==> config.mk <==
export PLATFORM = sky130hd
export DESIGN_NAME = eeprom_ctl
export DESIGN_NICKNAME = d
export VERILOG_FILES = /design/src/rtl/eectl_pkg.sv /design/src/rtl/eectl_down_timer.sv /design/src/rtl/eectl_array.sv /design/src/rtl/eeprom_ctl.sv
export SDC_FILE = /design/constraint.sdc
export NUM_CORES = 2
export LEC_CHECK = 0
export BUFFER_PORTS_ARGS = -buffer_cell sky130_fd_sc_hd__clkbuf_2
export CORE_ASPECT_RATIO = 2
export CORE_MARGIN = 2
export CORE_UTILIZATION = 45
export CTS_CLUSTER_DIAMETER = 80
export DETAILED_ROUTE_END_ITERATION = 8
export PLACE_DENSITY_LB_ADDON = 0.25
export SLEW_MARGIN = 20
export SYNTH_ARGS = -nofsm -noshare
export SYNTH_HDL_FRONTEND = slang
export SYNTH_SLANG_ARGS = --single-unit
==> constraint.sdc <==
create_clock -name clk_i -period 9.54 [get_ports clk_i]
set_input_delay 1.431 -clock clk_i [delete_from_list [all_inputs] [get_ports clk_i]]
set_output_delay 1.431 -clock clk_i [all_outputs]
set_load 0.01 [all_outputs]
==> src/rtl/eectl_pkg.sv <==
package eectl_pkg;
  typedef enum logic [1:0] {
    REG_ADDR_LO = 2'd0,
    REG_ADDR_HI = 2'd1,
    REG_DATA    = 2'd2,
    REG_CTRL    = 2'd3
  } reg_sel_e;

  localparam int BIT_ARM = 2;
  localparam int BIT_WE  = 1;
  localparam int BIT_RE  = 0;

  localparam logic [7:0] ERASED_BYTE = 8'hFF;
endpackage

==> src/rtl/eectl_down_timer.sv <==
module eectl_down_timer #(
  parameter int MAX = 4,
  parameter int W   = $clog2(MAX + 1)
) (
  input  logic         clk_i,
  input  logic         rst_ni,
  input  logic         load_i,
  input  logic [W-1:0] load_val_i,
  input  logic         clr_i,
  output logic         active_o,
  output logic         last_o
);
  logic [W-1:0] cnt_q;

  always_ff @(posedge clk_i or negedge rst_ni) begin
    if (!rst_ni)              cnt_q <= '0;
    else if (clr_i)           cnt_q <= '0;
    else if (load_i)          cnt_q <= load_val_i;
    else if (cnt_q != '0)     cnt_q <= cnt_q - W'(1);
  end

  assign active_o = (cnt_q != '0);
  assign last_o   = (cnt_q == W'(1));
endmodule

==> src/rtl/eectl_array.sv <==
module eectl_array #(
  parameter int ADDR_W = 9,
  localparam int DEPTH = 1 << ADDR_W
) (
  input  logic              clk_i,
  input  logic              we_i,
  input  logic [ADDR_W-1:0] waddr_i,
  input  logic [7:0]        wdata_i,
  input  logic [ADDR_W-1:0] raddr_i,
  output logic [7:0]        rdata_o
);
  logic [7:0] mem [DEPTH];

  // no reset: contents survive a block reset
  always_ff @(posedge clk_i) begin
    if (we_i) mem[waddr_i] <= wdata_i;
    rdata_o <= mem[raddr_i];
  end
endmodule

==> src/rtl/eeprom_ctl.sv <==
module eeprom_ctl
  import eectl_pkg::*;
#(
  parameter int ADDR_W       = 9,
  parameter int WRITE_CYCLES = 20,
  parameter int ARM_WINDOW   = 4,
  parameter int WRITE_STALL  = 2,
  parameter int READ_STALL   = 4
) (
  input  logic       clk_i,
  input  logic       rst_ni,
  input  logic [1:0] sel_i,
  input  logic       wr_i,
  input  logic [7:0] wdata_i,
  output logic [7:0] rdata_o,
  output logic       stall_o,
  output logic       corrupt_o
);
  localparam int HI_W      = ADDR_W - 8;
  localparam int STALL_MAX = (WRITE_STALL > READ_STALL) ? WRITE_STALL : READ_STALL;
  localparam int ARM_W     = $clog2(ARM_WINDOW + 1);
  localparam int WT_W      = $clog2(WRITE_CYCLES + 1);
  localparam int ST_W      = $clog2(STALL_MAX + 1);

  reg_sel_e sel;
  assign sel = reg_sel_e'(sel_i);

  logic [7:0]        addr_lo_q, data_q, tgt_data_q;
  logic [HI_W-1:0]   addr_hi_q;
  logic [ADDR_W-1:0] addr, tgt_addr_q;
  logic              rd_pend_q, spoil_q, corrupt_q;
  logic              armed, busy, wt_last, stall_last;
  logic              ctrl_wr, arm_set, write_start, read_start, rd_done;
  logic              spoil_hit, arr_we;
  logic [7:0]        arr_wdata, arr_rdata;

  assign addr    = {addr_hi_q, addr_lo_q};
  assign ctrl_wr = wr_i && (sel == REG_CTRL);
  // arming needs the write-enable bit at zero in the same write
  assign arm_set     = ctrl_wr && wdata_i[BIT_ARM] && !wdata_i[BIT_WE];
  assign write_start = ctrl_wr && wdata_i[BIT_WE] && armed && !busy && !rd_pend_q;
  assign read_start  = ctrl_wr && wdata_i[BIT_RE] && !busy && !write_start && !rd_pend_q;
  assign rd_done     = rd_pend_q && stall_last;
  assign spoil_hit   = busy && wr_i && (sel != REG_CTRL);

  eectl_down_timer #(.MAX(ARM_WINDOW), .W(ARM_W)) u_arm (
    .clk_i, .rst_ni,
    .load_i(arm_set), .load_val_i(ARM_W'(ARM_WINDOW)), .clr_i(write_start),
    .active_o(armed), .last_o()
  );

  eectl_down_timer #(.MAX(WRITE_CYCLES), .W(WT_W)) u_wtime (
    .clk_i, .rst_ni,
    .load_i(write_start), .load_val_i(WT_W'(WRITE_CYCLES)), .clr_i(1'b0),
    .active_o(busy), .last_o(wt_last)
  );

  eectl_down_timer #(.MAX(STALL_MAX), .W(ST_W)) u_stall (
    .clk_i, .rst_ni,
    .load_i(write_start || read_start),
    .load_val_i(write_start ? ST_W'(WRITE_STALL) : ST_W'(READ_STALL)),
    .clr_i(1'b0),
    .active_o(stall_o), .last_o(stall_last)
  );

  assign arr_we    = busy && wt_last;
  assign arr_wdata = (spoil_q || spoil_hit) ? ERASED_BYTE : tgt_data_q;

  eectl_array #(.ADDR_W(ADDR_W)) u_array (
    .clk_i,
    .we_i(arr_we), .waddr_i(tgt_addr_q), .wdata_i(arr_wdata),
    .raddr_i(addr), .rdata_o(arr_rdata)
  );

  always_ff @(posedge clk_i or negedge rst_ni) begin
    if (!rst_ni) begin
      addr_lo_q  <= '0;
      addr_hi_q  <= '0;
      data_q     <= '0;
      tgt_addr_q <= '0;
      tgt_data_q <= '0;
      rd_pend_q  <= 1'b0;
      spoil_q    <= 1'b0;
      corrupt_q  <= 1'b0;
    end else begin
      if (wr_i && sel == REG_ADDR_LO) addr_lo_q <= wdata_i;
      if (wr_i && sel == REG_ADDR_HI) addr_hi_q <= wdata_i[HI_W-1:0];
      if (rd_done)                         data_q <= arr_rdata;
      else if (wr_i && sel == REG_DATA)    data_q <= wdata_i;

      if (read_start)   rd_pend_q <= 1'b1;
      else if (rd_done) rd_pend_q <= 1'b0;

      if (write_start) begin
        tgt_addr_q <= addr;
        tgt_data_q <= data_q;
        spoil_q    <= 1'b0;
        corrupt_q  <= 1'b0;
      end else begin
        if (spoil_hit) spoil_q <= 1'b1;
        if (arr_we && (spoil_q || spoil_hit)) corrupt_q <= 1'b1;
      end
    end
  end

  assign corrupt_o = corrupt_q;

  always_comb begin
    rdata_o = '0;
    unique case (sel)
      REG_ADDR_LO: rdata_o = addr_lo_q;
      REG_ADDR_HI: rdata_o[HI_W-1:0] = addr_hi_q;
      REG_DATA:    rdata_o = data_q;
      REG_CTRL: begin
        rdata_o[BIT_ARM] = armed;
        rdata_o[BIT_WE]  = busy;
        rdata_o[BIT_RE]  = rd_pend_q;
      end
      default:     rdata_o = '0;
    endcase
  end

  assert_start_needs_arm_R1: assert property (@(posedge clk_i) disable iff (!rst_ni)
    $rose(busy) |-> $past(armed));

  assert_arm_needs_we0_R3: assert property (@(posedge clk_i) disable iff (!rst_ni)
    (ctrl_wr && wdata_i[BIT_ARM] && wdata_i[BIT_WE] && !armed) |=> !armed);

  assert_commit_at_end_R4: assert property (@(posedge clk_i) disable iff (!rst_ni)
    $fell(busy) |-> $past(arr_we));

  assert_write_stall_R5: assert property (@(posedge clk_i) disable iff (!rst_ni)
    $rose(busy) |-> stall_o);

  assert_read_stalls_R6: assert property (@(posedge clk_i) disable iff (!rst_ni)
    rd_pend_q |-> stall_o);

  assert_no_read_while_busy_R9: assert property (@(posedge clk_i) disable iff (!rst_ni)
    busy |-> !rd_pend_q);
endmodule

Word-level counts from Yosys, hierarchy flattened:

Memories as Yosys holds them, arrays and structs flattened. A register that Yosys moved wholly into a read port is not among the register bits.
Cells that the tools add are included.

* bits in registers: 48
* RAM bits: 4096
* input port bits: 13
* output and inout bits: 10
* logic and storage cells: 79
* memories: 1

* add/sub/neg operators: 3
* equal/unequal tests: 6
* mux-type cells: 22
* reductions and logical operators: 36

Memories
* u_array.mem: words 512, bits a word 8, read ports 1, clocked after memory_dff 1, write ports 1, line eectl_array.sv:12 `logic [7:0] mem [DEPTH];`

Operators with widths (count)
* 2-to-1 mux 8 bit: 3
* logical AND 1 bit: 19
* 2-to-1 mux 3 bit: 6
* nonzero test 2 bit: 6
* 2-to-1 mux 5 bit: 2
* one-hot mux 5 bit (2 select lines): 1
* nonzero test 3 bit: 3
* 2-to-1 mux 1 bit: 8
* one-hot mux 2 bit (3 select lines): 1
* subtractor 3 x 1 -> 3 bit, second input constant: 2
* equality test 5 x 1 -> 1 bit, second input constant: 1
* nonzero test 5 bit: 1
* subtractor 5 x 1 -> 5 bit, second input constant: 1
* equality test 2 bit, second input constant: 2
* logical NOT 1 bit: 4
* one-hot mux 1 bit (4 select lines): 1
* equality test 3 x 1 -> 1 bit, second input constant: 1
* equality test 2 x 1 -> 1 bit, second input constant: 1
* logical NOT 2 bit: 1
* logical OR 1 bit: 2
* inequality test 2 bit, second input constant: 1

Longest topological paths before layout:

* depth after elaboration: 11
* gate-level depth with buffers: 13
* gate-level depth less buffers: 8

Hierarchy:

Synthesis repeated with hierarchy kept, for this count alone.

* cell total of the unflattened synthesis: 8245
* area total of the unflattened synthesis: 162545.9 µm²

Modules (own cells, without submodules)
* eectl_array: instances 1, cells an instance 8030, area each 159927.1 µm², seq. area each 123158.1 µm²
* eeprom_ctl: instances 1, cells an instance 132, area each 1793.0 µm², seq. area each 925.9 µm²
* eectl_down_timer at u_arm ...: instances 2, cells an instance 23, area each 239.0 µm², seq. area each 75.1 µm²
* eectl_down_timer at u_wtime: instances 1, cells an instance 37, area each 347.8 µm², seq. area each 125.1 µm²

Least setup slack after synthesis:

OpenSTA, ideal clock, no wires.

* kind: input to register
* start point: in sel_i[0]
* end point: mem u_array.mem[0][0], data pin
* setup time: 1597 ps
* arrival time: 8395 ps
* data required time: 7943 ps
* path slack: -452 ps
* stages: 4
* buffers on the path: 1
* path through: clkbuf_1 nand2_1 a31oi_1 nand2b_1

* word-level cells in the longest chain between the ends: 4

Ends and longest elaborated chain
* start: declaration: line eeprom_ctl.sv:12 `input logic [1:0] sel_i,`
* inequality test 2 bit: line eeprom_ctl.sv:44 `assign spoil_hit = busy && wr_i && (sel != REG_CTRL);`
* logical AND 1 bit: line eeprom_ctl.sv:44
* logical OR 1 bit: line eeprom_ctl.sv:67 `assign arr_wdata = (spoil_q || spoil_hit) ? ERASED_BYTE : tgt_data_q;`
* 2-to-1 mux 8 bit: line eeprom_ctl.sv:67
* net arr_wdata[0]: line eeprom_ctl.sv:35 `logic [7:0] arr_wdata, arr_rdata;`
* end: declaration: line eectl_array.sv:12

The timed path passes the listed nets, and every way through them passes these cells.

==> qor.txt <==
Status: finished clean
Initial antenna violation count: 29
Sequential fraction of the synthesis area: 76.0%
Synth warnings: 0
Average wire per standard cell: 34.2 um
FILL cells: 29200
HP Class: reg -> reg
Final period util: 57.9%
Yosys reg bits: 4152
CP arrival: 6.34 ns
Share of post-route cells with drive strength above 1: 17.6%
Post_cts resized: 0
1st-iter DRT viols: 8563
Largest net degree at the start of global routing: 225
Core area: 363000 um^2
Ys flop type: edfxtp_1
VDD IR-drop max: 0.000159 V
Vias in the first global route: 84900
Finished Core Util: 49.6%
Die width: 430 um
Pins Over Slew Limit: 0
Latest clock arrival within the worst-skew pair: 0.95 ns
I/O pins: 23
Worst-Margin Slew: 1.38 ns
DRC viols: 0
Endpoints failing setup: 0
Final setup margin: 4.01 ns
Area contributors post-synth: edfxtp_1, mux4_2, mux2i_1
Routed WL: 458000 um
First-pass GRT wire length: 642000 um
CP Capture Type: flip-flop
Mapped Avg Cell Area: 19.7 um^2
Pre-CTS setup slack: 4.06 ns
Nets: 8337
Clock sink total: 4152
Max-cap violations: 0
RSZ-0062 raised after global routing: false
Startpoint class of the critical path: flip-flop
Die H: 857 um
Commonest cells post-synth: edfxtp_1, mux2i_1, mux4_2
PwrDens: 223 nW/um^2
Antenna viol nets, final: 0
Area Overhead vs Synth: 10.0%
CTS tree: done
Clk slew on worst S/H paths: 0.07 ns
Lkg Pwr: 54.9 nW
Critical Path Fanout Max: 77
Root Driver: clkbuf_16
FP Rows: 313
Rel. slew slack: 7.13%
Total global routing overflow: 0
Fmax: 0.181 GHz
Port bufs: 22
Worst Path Required: 10.35 ns
H-Tree Level Count: 5
Synth Cell Area: 164000 um^2
Clock buffer count from CTS: 341
Starting Density: 45.1%
Clock skew: 0.0334 ns
Synth cell types: 67
Number of post-CTS setup repair buffers: 0
Hold Fails Final Rpt: 0
Count leader, synth: edfxtp_1
Top cell type by total area after synthesis: edfxtp_1
All-layer global routing usage: 24.5%
Placer congestion estimate: 0.889
Setup Crit Path Kind: reg -> reg
Fin crit period: 5.53 ns
Async SR Flop Fraction: 1.16%
Net Count, Synth: 8319
Top cell type's share of synthesized area: 75.2%
Via count: 82300
Drt first pass iters: 6
Total die area: 369000 um^2
Post-synth EDFFs: 4096
Vias per cell: 6.15
DPL Wire Length: 291000 um
Cts-stage hold buffer count: 0
Cells after Synth: 8298
Clk buf depth: 4
## through the flow
stage | power (mW) | TNS (ns) | area (um^2) | hold WS [ns] | instances
after floorplan | 24.2 | -1850.65 | 164000 | 0.437 | 8298
after global placement | 25.9 | 0 | 168000 | 0.462 | 12700
after detailed placement | 26.0 | 0 | 168000 | 0.463 | 12700
after CTS | 40.4 | 0 | 180000 | 0.480 | 13300
after global routing | 41.2 | 0 | 180000 | 0.492 | 13400
final | 40.2 | 0 | 180000 | 0.478 | 13400
## worst paths after layout
path                       cells past startpoint           from            endpoint  slack [ns]
hold reg to reg                                2  tgt_data_q[6]       tgt_data_q[6]        0.48
setup / recovery                               9   addr_lo_q[0]  u_array.rdata_o[7]        4.01
max in group asynchronous                      2         rst_ni        addr_lo_q[3]        8.24
hold / removal                                 2  tgt_data_q[6]       tgt_data_q[6]        0.48
setup reg to reg                               9   addr_lo_q[0]  u_array.rdata_o[7]        4.01
min in group asynchronous                      2         rst_ni        addr_lo_q[1]        0.67
## worst max-delay path, cell delays in order (launching register included)
cell and delay [ns]:
dfrtp_4 0.79, buf_12 0.46, buf_4 0.82, buf_4 0.74, mux4_2 0.60, nand2_1 0.19
nand3_1 0.23, a31oi_1 0.94, or4_1 0.33, a211oi_2 0.05
## final cells by class
class	instances	area, um^2	area share, %
timing repair buffer	209	1940	1.08
inverter	13	61.3	0.0341
sequential	4152	124000	69.1
multi-input combinational	3599	36100	20.1
clock buffer	417	9210	5.12
antenna	74	185	0.103
tap	4725	5910	3.29
clock inverter	196	2140	1.19
## flip-flops by register name (all words and copies together), names as in the netlist
name and cells:
addr_lo_q 8, u_array.mem 4096, rd_pend_q 1, u_wtime.cnt_q 5
u_arm.cnt_q 3, tgt_data_q 8, corrupt_o 1, data_q 8
u_array.rdata_o 8, addr_hi_q 1, spoil_q 1, u_stall.cnt_q 3
tgt_addr_q 9
## power breakdown
part	total (mW)	internal [mW]	switching [mW]
registers	20.1	20.0	0.173
logic	5.48	1.98	3.50
clock network	14.6	8.05	6.54
## kinds of logic after synthesis
group | Yosys count | synth area share (%)
AOI/OAI and AO/OA | 987 | 4.31
xor gates and xnor gates | 2 | 0.0107
adders and majority gates | 8 | 0.0612
buffers and inverters | 547 | 2.16
DFF | 4152 | 76.0
muxes | 1492 | 14.5
and+or+nand+nor | 1110 | 2.93
## layout by cell type, fill, tap and decap left out, drive strengths merged, types with 15 or more instances in the layout
cell	synthesis	final
edfxtp	4096	4096
mux2i	768	768
mux4	689	689
nor2	618	618
clkbuf	270	439
o221ai	359	359
a21oi	226	226
nand2	206	206
buf	264	187
o22ai	138	138
clkinv	0	126
nor3	90	90
o21ai	89	89
diode	0	74
dfrtp	48	48
nand3	46	46
bufinv	0	42
mux2	35	35
and3	27	27
nor4	27	27
a31oi	25	25
o2bb2ai	22	22
clkinvlp	0	21
a211oi	21	21
inv	13	20
a22oi	17	17
o31ai	16	16
a222oi	15	15
a2111oi	15	15
## per-layer routing
layer  vias to the layer above  GRT usage (%)  wire length (um)
met4                         2           18.1             38100
met1                     43600           26.6            152000
li1                      34400              -                 -
met5                         -              0                11
met3                       941           2.86             24600
met2                      3355           44.0            243000
Note: power is estimated with default switching activity, not from simulation.
